**src/rtl/voxel_trilerp_pkg.sv**
```systemverilog
// Shared widths, the voxel sample type and the single linear blend used by
// every interpolation stage. Assumes weights are unsigned fractions of 2**FRAC_W.
package voxel_trilerp_pkg;
    localparam int DATA_W = 8;
    localparam int FRAC_W = 8;
    localparam int NUM_VOX = 8;
    localparam int PROD_W = DATA_W + FRAC_W + 3;

    typedef struct packed {
        logic [DATA_W-1:0] opa;
        logic [DATA_W-1:0] col;
    } sample_t;

    // a + trunc((b-a)*f / 2**FRAC_W), truncation toward zero, clamped to range.
    function automatic logic [DATA_W-1:0] blend1(input logic [DATA_W-1:0] a,
                                                 input logic [DATA_W-1:0] b,
                                                 input logic [FRAC_W-1:0] f);
        logic signed [DATA_W+1:0] diff;
        logic signed [PROD_W-1:0] prod;
        logic signed [PROD_W-1:0] step;
        logic signed [PROD_W-1:0] sum;
        diff = $signed({2'b00, b}) - $signed({2'b00, a});
        prod = PROD_W'(diff * $signed({1'b0, f}));
        if (prod < 0)
            prod = prod + $signed({{(DATA_W+3){1'b0}}, {FRAC_W{1'b1}}});
        step = prod >>> FRAC_W;
        sum = $signed({{(FRAC_W+3){1'b0}}, a}) + step;
        if (sum < 0)
            return '0;
        else if (sum > $signed({{(FRAC_W+3){1'b0}}, {DATA_W{1'b1}}}))
            return '1;
        else
            return sum[DATA_W-1:0];
    endfunction

    // Applies blend1 to both channels with one weight.
    function automatic sample_t blend2(input sample_t a, input sample_t b,
                                       input logic [FRAC_W-1:0] f);
        sample_t r;
        r.opa = blend1(a.opa, b.opa, f);
        r.col = blend1(a.col, b.col, f);
        return r;
    endfunction
endpackage

```
**src/rtl/voxel_plane_lerp.sv**
```systemverilog
// Bilinear interpolator for one plane of the cell: X on both edges, then Y.
// Two register stages; the Y weight is delayed one stage to meet its edges.
// Assumes corners are indexed c[x + 2*y].
module voxel_plane_lerp
    import voxel_trilerp_pkg::*;
(
    input  logic              clk,
    input  logic              rst_n,
    input  logic              valid_in,
    input  sample_t           c00,
    input  sample_t           c10,
    input  sample_t           c01,
    input  sample_t           c11,
    input  logic [FRAC_W-1:0] fx,
    input  logic [FRAC_W-1:0] fy,
    output logic              valid_out,
    output sample_t           plane
);
    sample_t           edge0_q, edge1_q;
    logic [FRAC_W-1:0] fy_q;
    logic              valid_a;

    // Stage A: blend along X on the y=0 and y=1 edges.
    always_ff @(posedge clk) begin
        if (!rst_n) begin
            valid_a <= 1'b0;
            edge0_q <= '0;
            edge1_q <= '0;
            fy_q    <= '0;
        end else begin
            valid_a <= valid_in;
            edge0_q <= blend2(c00, c10, fx);
            edge1_q <= blend2(c01, c11, fx);
            fy_q    <= fy;
        end
    end

    // Stage B: blend the two edges along Y.
    always_ff @(posedge clk) begin
        if (!rst_n) begin
            valid_out <= 1'b0;
            plane     <= '0;
        end else begin
            valid_out <= valid_a;
            plane     <= blend2(edge0_q, edge1_q, fy_q);
        end
    end

    // a bilinear result never leaves the range of its four corners.
    assert_plane_in_hull_R3: assert property (@(posedge clk) disable iff (!rst_n)
        valid_out |->
            (plane.opa >= $past(c00.opa, 2) || plane.opa >= $past(c10.opa, 2) ||
             plane.opa >= $past(c01.opa, 2) || plane.opa >= $past(c11.opa, 2)) &&
            (plane.opa <= $past(c00.opa, 2) || plane.opa <= $past(c10.opa, 2) ||
             plane.opa <= $past(c01.opa, 2) || plane.opa <= $past(c11.opa, 2)));

    // zero weights pass corner 00 through unchanged.
    assert_plane_zero_weight_R6: assert property (@(posedge clk) disable iff (!rst_n)
        (valid_out && $past(fx, 2) == '0 && $past(fy, 2) == '0) |->
            plane == $past(c00, 2));
endmodule

```
**src/rtl/voxel_z_blend.sv**
```systemverilog
// Blends the near and far plane results along Z, then registers the result
// on the block outputs. The output register loads only with valid data, so
// it holds between results. Assumes fz arrives aligned with the planes.
module voxel_z_blend
    import voxel_trilerp_pkg::*;
(
    input  logic              clk,
    input  logic              rst_n,
    input  logic              valid_in,
    input  sample_t           near_pl,
    input  sample_t           far_pl,
    input  logic [FRAC_W-1:0] fz,
    output logic              valid_out,
    output sample_t           result
);
    sample_t z_q;
    logic    valid_c;

    // Stage C: blend along Z.
    always_ff @(posedge clk) begin
        if (!rst_n) begin
            valid_c <= 1'b0;
            z_q     <= '0;
        end else begin
            valid_c <= valid_in;
            z_q     <= blend2(near_pl, far_pl, fz);
        end
    end

    // Stage D: output register, loaded only for a valid result.
    always_ff @(posedge clk) begin
        if (!rst_n) begin
            valid_out <= 1'b0;
            result    <= '0;
        end else begin
            valid_out <= valid_c;
            if (valid_c)
                result <= z_q;
        end
    end

    // the Z blend lies between its two plane inputs (colour channel).
    assert_z_in_hull_R3: assert property (@(posedge clk) disable iff (!rst_n)
        valid_c |->
            ((z_q.col >= $past(near_pl.col) && z_q.col <= $past(far_pl.col)) ||
             (z_q.col <= $past(near_pl.col) && z_q.col >= $past(far_pl.col))));

    // zero Z weight returns the near plane exactly.
    assert_z_zero_weight_R6: assert property (@(posedge clk) disable iff (!rst_n)
        (valid_c && $past(fz) == '0) |-> z_q == $past(near_pl));

    // outputs hold whenever no valid result is loaded.
    assert_hold_when_idle_R8: assert property (@(posedge clk) disable iff (!rst_n)
        !valid_c |=> $stable(result));
endmodule

```
**src/rtl/voxel_trilerp.sv**
```systemverilog
// Trilinear interpolator top: unpacks the eight voxels, runs one plane
// interpolator per Z plane (generate), delays the Z weight to match, and
// blends the planes. Fixed latency of four cycles, one load per cycle.
module voxel_trilerp
    import voxel_trilerp_pkg::*;
(
    input  logic                      clk,
    input  logic                      rst_n,
    input  logic                      valid_in,
    input  logic [NUM_VOX*DATA_W-1:0] opa_in,
    input  logic [NUM_VOX*DATA_W-1:0] col_in,
    input  logic [FRAC_W-1:0]         frac_x,
    input  logic [FRAC_W-1:0]         frac_y,
    input  logic [FRAC_W-1:0]         frac_z,
    output logic                      valid_out,
    output logic [DATA_W-1:0]         opa_out,
    output logic [DATA_W-1:0]         col_out
);
    localparam int NUM_PLANES = 2;
    localparam int PLANE_VOX  = NUM_VOX / NUM_PLANES;
    localparam int Z_DELAY    = 2;

    sample_t           vox [NUM_VOX];
    sample_t           plane_res [NUM_PLANES];
    logic              plane_vld [NUM_PLANES];
    logic [FRAC_W-1:0] fz_pipe [Z_DELAY];
    sample_t           result;

    // Unpack voxel i = x + 2y + 4z from the flat input buses.
    for (genvar i = 0; i < NUM_VOX; i++) begin : g_unpack
        assign vox[i].opa = opa_in[i*DATA_W +: DATA_W];
        assign vox[i].col = col_in[i*DATA_W +: DATA_W];
    end

    // One reused bilinear interpolator per plane of the cell.
    for (genvar p = 0; p < NUM_PLANES; p++) begin : g_plane
        voxel_plane_lerp u_plane (
            .clk       (clk),
            .rst_n     (rst_n),
            .valid_in  (valid_in),
            .c00       (vox[p*PLANE_VOX + 0]),
            .c10       (vox[p*PLANE_VOX + 1]),
            .c01       (vox[p*PLANE_VOX + 2]),
            .c11       (vox[p*PLANE_VOX + 3]),
            .fx        (frac_x),
            .fy        (frac_y),
            .valid_out (plane_vld[p]),
            .plane     (plane_res[p])
        );
    end

    // Delay the Z weight by the depth of the plane interpolators.
    always_ff @(posedge clk) begin
        if (!rst_n) begin
            for (int k = 0; k < Z_DELAY; k++) fz_pipe[k] <= '0;
        end else begin
            fz_pipe[0] <= frac_z;
            for (int k = 1; k < Z_DELAY; k++) fz_pipe[k] <= fz_pipe[k-1];
        end
    end

    voxel_z_blend u_zblend (
        .clk       (clk),
        .rst_n     (rst_n),
        .valid_in  (plane_vld[0]),
        .near_pl   (plane_res[0]),
        .far_pl    (plane_res[1]),
        .fz        (fz_pipe[Z_DELAY-1]),
        .valid_out (valid_out),
        .result    (result)
    );

    assign opa_out = result.opa;
    assign col_out = result.col;

    // each valid result traces back to a load four edges earlier.
    assert_latency_four_R2: assert property (@(posedge clk) disable iff (!rst_n)
        valid_out |-> $past(valid_in, 4));

    // the two plane instances stay in lockstep.
    assert_planes_aligned_R2: assert property (@(posedge clk) disable iff (!rst_n)
        plane_vld[0] == plane_vld[1]);
endmodule

```
**config.mk**
```make
export PLATFORM = sky130hd
export DESIGN_NAME = voxel_trilerp
export DESIGN_NICKNAME = d
export VERILOG_FILES = /design/src/rtl/voxel_trilerp_pkg.sv /design/src/rtl/voxel_plane_lerp.sv /design/src/rtl/voxel_z_blend.sv /design/src/rtl/voxel_trilerp.sv
export SDC_FILE = /design/constraint.sdc
export NUM_CORES = 2
export LEC_CHECK = 0
export BUFFER_PORTS_ARGS = -buffer_cell sky130_fd_sc_hd__buf_2
export CORE_MARGIN = 10
export CORE_UTILIZATION = 50
export DETAILED_ROUTE_END_ITERATION = 8
export GPL_TIMING_DRIVEN = 0
export PLACE_DENSITY_LB_ADDON = 0.12
export SYNTH_ARGS = -nofsm -noshare
export SYNTH_HDL_FRONTEND = slang
export SYNTH_HIERARCHICAL = 1
export SYNTH_SLANG_ARGS = --single-unit
```
**constraint.sdc**
```tcl
create_clock -name clk -period 13 [get_ports clk]
set_clock_uncertainty 0.2 [all_clocks]
set_input_delay 0.65 -clock clk [delete_from_list [all_inputs] [get_ports clk]]
set_output_delay 0.65 -clock clk [all_outputs]
set_load 0.02 [all_outputs]
```
* Yosys cells after proc, flatten, opt, wreduce, memory -nomap -nowiden
Memory sizes are Yosys's and may differ from the RTL's. Cells that the tools add are included.
Cells by class: $add $sub $neg 42, $mul 14, div/mod/pow operators 0, $lt $le $gt $ge 42, equality and inequality tests 0, shift operators 0, muxes and demuxes 46, bitwise operators 3, reductions and logical operators 14
Operator list (number):
- 19-bit 2-to-1 mux | 28
- 19-bit by 9-bit adder with 19-bit output (second input constant) | 14
- 19-bit by 1-bit less-than comparator with 1-bit output (second input constant) | 14
- 9-bit by 9-bit multiplier with 18-bit output | 14
- 9-bit by 11-bit adder with 12-bit output | 14
- 12-bit by 9-bit greater-than comparator with 1-bit output (second input constant) | 14
- 12-bit by 1-bit less-than comparator with 1-bit output (second input constant) | 14
- 8-bit 2-to-1 mux | 16
- 8-bit by 8-bit subtractor with 9-bit output | 14
- 2-bit OR reduction | 14
- 1-bit 2-to-1 mux | 2
- 1-bit OR | 2
- 1-bit NOT | 1
Word-level totals: flip-flop bits (word level) 140, latch bits 0, RAM bits 16, ROM bits 0, output and inout bits 17, word-level logic and storage cells 183, memories 1
Memory list:
- fz_pipe | depth 2, width 8, rd ports 2, clocked after Yosys merged registers in 0, write ports 2, line voxel_trilerp.sv:26 | logic [FRAC_W-1:0] fz_pipe [Z_DELAY];

* Longest topological paths before layout
depth in word-level cells 8, depth in mapped cells 42, gate-level depth less buffers 42

* Cells and area by module
The synthesis kept the hierarchy.
By module, submodules not included:
- voxel_plane_lerp (g_plane[1].u_plane) | instances 1, cells an instance 2906, area each 24527.3 um^2
- voxel_plane_lerp (g_plane[0].u_plane) | instances 1, cells an instance 2847, area each 24004.3 um^2
- voxel_z_blend | instances 1, cells an instance 1016, area each 8755.9 um^2
- voxel_trilerp | instances 1, cells an instance 33, area each 446.7 um^2

* Least setup slack after synthesis
No wires, ideal clock.
path type input-to-reg, start in col_in[34], end reg g_plane[1].u_plane/edge0_q[2] (netlist name), library setup time 58 ps, arrival 8741 ps, required time 12742 ps, slack 4000 ps, cell stages on the path 37, buffers on the path 1, cells stage by stage inv_1 -> ha_1 -> nor2b_1 -> o21ai_0 -> nand2b_1 -> a21oi_1 -> nor2_1 -> o21ai_0 -> nand2b_1 -> a21oi_1 -> nand2_1 -> fa_1 -> fa_1 -> inv_1 -> fa_1 -> fa_1 -> ha_1 -> and2_1 -> a22o_1 -> a31o_1 -> o22a_1 -> mux2i_1 -> nand4_1 -> clkbuf_1 -> nand2b_1 -> xnor2_1 -> ha_1 -> fa_1 -> and2_1 -> o21ai_1 -> a21oi_1 -> o41ai_1 -> inv_1 -> and2_1 -> a311o_1 -> o211ai_2 -> o21a_1
Between the ends: longest elaborated chain between the ends 8, elaborated cells on any way between the ends 11, those cells by class 3 x add/sub; 1 x mul; 3 x order compare; 3 x mux; 1 x reduce/logical
Ends and longest elaborated chain:
- from (decl) | line voxel_trilerp.sv:11 | input logic [NUM_VOX*DATA_W-1:0] col_in,
- 8-bit by 8-bit subtractor with 9-bit output | line voxel_trilerp_pkg.sv:22 | diff = $signed({2'b00, b}) - $signed({2'b00, a});
- 9-bit by 9-bit multiplier with 18-bit output | line voxel_trilerp_pkg.sv:23 | prod = PROD_W'(diff * $signed({1'b0, f}));
- 19-bit by 9-bit adder with 19-bit output / 19-bit by 1-bit less-than comparator with 1-bit output (equally long branches) | line voxel_trilerp_pkg.sv:25, voxel_trilerp_pkg.sv:24
- 19-bit 2-to-1 mux | line voxel_trilerp_pkg.sv:24 | if (prod < 0)
- 19-bit 2-to-1 mux | line voxel_plane_lerp.sv:25 | if (!rst_n) begin
- 9-bit by 11-bit adder with 12-bit output (*) | line voxel_trilerp_pkg.sv:27 | sum = $signed({{(FRAC_W+3){1'b0}}, a}) + step;
- 12-bit by 9-bit greater-than comparator with 1-bit output / 12-bit by 1-bit less-than comparator with 1-bit output (equally long branches) | line voxel_trilerp_pkg.sv:30, voxel_trilerp_pkg.sv:28
- 8-bit 2-to-1 mux / 2-bit OR reduction (equally long branches)
- to (signal assigned) | line voxel_plane_lerp.sv:32 | edge0_q <= blend2(c00, c10, fx);
- to (decl) | line voxel_plane_lerp.sv:19 | sample_t edge0_q, edge1_q;
Every way passes the cells marked *; elsewhere a longest branch is shown, timed or not. The select of a mux whose other input is x is not followed. A chain may end at the register's enable or synchronous reset.

* Final worst setup path
start in opa_in[34], end reg g_plane[1].u_plane/edge0_q[14] (netlist name)
Between the ends: longest elaborated chain between the ends 8, elaborated cells on any way between the ends 11, those cells by class 3 x add/sub; 1 x mul; 3 x order compare; 3 x mux; 1 x reduce/logical
Ends and longest elaborated chain:
- from (decl) | line voxel_trilerp.sv:10 | input logic [NUM_VOX*DATA_W-1:0] opa_in,
- 8-bit by 8-bit subtractor with 9-bit output | line voxel_trilerp_pkg.sv:22
- 9-bit by 9-bit multiplier with 18-bit output | line voxel_trilerp_pkg.sv:23
- 19-bit by 9-bit adder with 19-bit output / 19-bit by 1-bit less-than comparator with 1-bit output (equally long branches) | line voxel_trilerp_pkg.sv:25, voxel_trilerp_pkg.sv:24
- 19-bit 2-to-1 mux | line voxel_trilerp_pkg.sv:24
- 19-bit 2-to-1 mux | line voxel_plane_lerp.sv:25
- 9-bit by 11-bit adder with 12-bit output (*) | line voxel_trilerp_pkg.sv:27
- 12-bit by 9-bit greater-than comparator with 1-bit output / 12-bit by 1-bit less-than comparator with 1-bit output (equally long branches) | line voxel_trilerp_pkg.sv:30, voxel_trilerp_pkg.sv:28
- 8-bit 2-to-1 mux / 2-bit OR reduction (equally long branches)
Marks and branches as above.

==> flow_summary_export.csv <==
group,metric,value,unit
clocking,htreeDepth,4,
setup_path,r2r_cells,37,
sta,fin_crit_sh,80.56,%
grt,grt_overflow,0,
floorplan,initial_core_util,50.38,%
clocking,cts_hold_buf,0,
clocking,clock-sinks,164,
status,status,"finished, final reports clean",
synth,ys_warn_count,6,
sta,hold_violations,0,
sta,fmax,0.09548,GHz
cells_and_area,synthToLayoutAreaGrowth,5.863,%
place,place_congestion,0.8715,
hold_path,hp-class,"in2reg",
sta,setup_viol,0,
floorplan,rows,124,
floorplan,fp.dieH,359.7,um
clocking,path_clk_slew,0.07,ns
cells_and_area,layout.nets,8763,
place,placed_cells,8477,
detailed_routing,drt_wl_total,141900,um
setup_path,max_stage_delay,0.96,ns
setup_path,r2r_setup_slack,2.77,ns
place,preCtsSetupSlack,1.998,ns
sta,postLayoutSetupSlackWorst,2.527,ns
clocking,cts_inserted_buffers,17,
setup_path,crit_fanout,10,
detailed_routing,wl_per_cell,16.67,um
setup_path,cp_data_required_time,13.09,ns
sta,rsz0062_at_grt,"no",
place,io_buffers,167,
grt,grt_util_all_layers,22.20,%
setup_path,criticalPathCategory,"in2reg",
detailed_routing,dr_total_vias,44827,
cells_and_area,drive_gt1_share,4.889,%
synth,synthCells,6798,
sta,finalSetupTns,0,ns
cells_and_area,layout_commonest_cell,"inv_1",
sta,tightestPinTransition,1.077,ns
place,post-dp-hpwl,123000,um
grt,grt_pass1_vias,46111,
run,cap_violations,0,
detailed_routing,drc,0,
detailed_routing,drtPass1Iterations,5,
sta,maxSlewHeadroom,27.70,%
setup_path,cp_slowest_cell,"a311oi_1",
hold_path,holdPathStages,2,
synth,syn_avg_cell_area,8.485,um^2
clocking,cts_root_buf,"clkbuf_16",
floorplan,core_area,114500,um^2
clocking,clk_latency,0.48,ns
detailed_routing,ant_nets,0,
clocking,clk_path_buf_depth,2,
setup_path,arrival,10.56,ns
floorplan,dieArea,129300,um^2
detailed_routing,drt-initial-drc-count,2096,
clocking,post_cts_buffers,0,
clocking,cts.repair.resized,0,
cells_and_area,final_cells,8514,
clocking,cts_tree,"yes",
synth,syn-num-nets,8577,
sta,fin_crit,10.47,ns
grt,antenna_found_initial,13,
floorplan,ios,172,
cells_and_area,final_cell_mix,"inv_1, fa_1, ha_1, nand2_1, and2_1",
grt,grt_max_degree,19,
grt,grt_pass1_wl,237200,um
setup_path,path_common_cell,"fa_1",
setup_path,end_kind,"flip-flop",
floorplan,die_x,359.7,um
detailed_routing,via_per_inst,5.265,
setup_path,start_kind,"primary input",
synth,syn_area,57680,um^2
sta,maxSlewViolCount,0,
-- cell type report --
cell class / instances / area [um^2]
Fill cell: 10941 / 53440
Sequential cell: 164 / 3283
Timing Repair Buffer: 167 / 835.8
Multi-Input combinational cell: 5051 / 48430
Inverter: 1463 / 5492
Clock buffer: 17 / 425.4
Buffer: 120 / 475.5
Antenna cell: 6 / 15.01
Tap cell: 1512 / 1892
Clock inverter: 14 / 214.0
-- critical path, delay by kind of cell --
family,cells,cell delay (ns)
AND/OR/NAND/NOR,6,1.12
multiplexers,1,0.18
AO/OA/AOI/OAI,16,4.33
buffers and inverters,5,0.29
XOR/XNOR,2,0.46
adder cells (fa/ha/maj),8,3.50
-- path summary, 6_finish.rpt --
check                                                    start                        endpoint
worst max-delay path                                opa_in[34]  g_plane[1].u_plane/edge0_q[14]
worst max register to register  g_plane[1].u_plane/edge0_q[10]    g_plane[1].u_plane/plane[11]
worst min register to register      g_plane[0].u_plane/valid_a    g_plane[0].u_plane/valid_out
worst min-delay path                                 frac_z[4]                   fz_pipe[0][4]
-- state kept, by name, summed over array words and instances, names as in the netlist, 16 cells and up --
register / flops
u_zblend/result: 16
g_plane.u_plane/edge0_q: 32
g_plane.u_plane/edge1_q: 32
u_zblend/z_q: 16
g_plane.u_plane/plane: 32
fz_pipe: 16
g_plane.u_plane/fy_q: 16
-- metrics by stage --
stage | area (um^2) | util [%] | hold WS (ns)
floorplan | 57680 | - | 0.2119
global placement | 60410 | 52.76 | 0.2145
detailed placement | 60410 | 52.76 | 0.2245
CTS | 61050 | 53.32 | 0.1573
global route | 61050 | 53.32 | 0.1708
finish | 61060 | 53.33 | 0.1927
-- routing by layer --
metal  GRT usage [%]  share of wire (%)
met1           30.20                 46
met2           38.15                 48
met3           1.808                4.0
met4           5.167                2.1
met5               0                  0
Power is not shown: default switching activity piles up to over one toggle a cycle in this logic, so the estimate is an artifact.
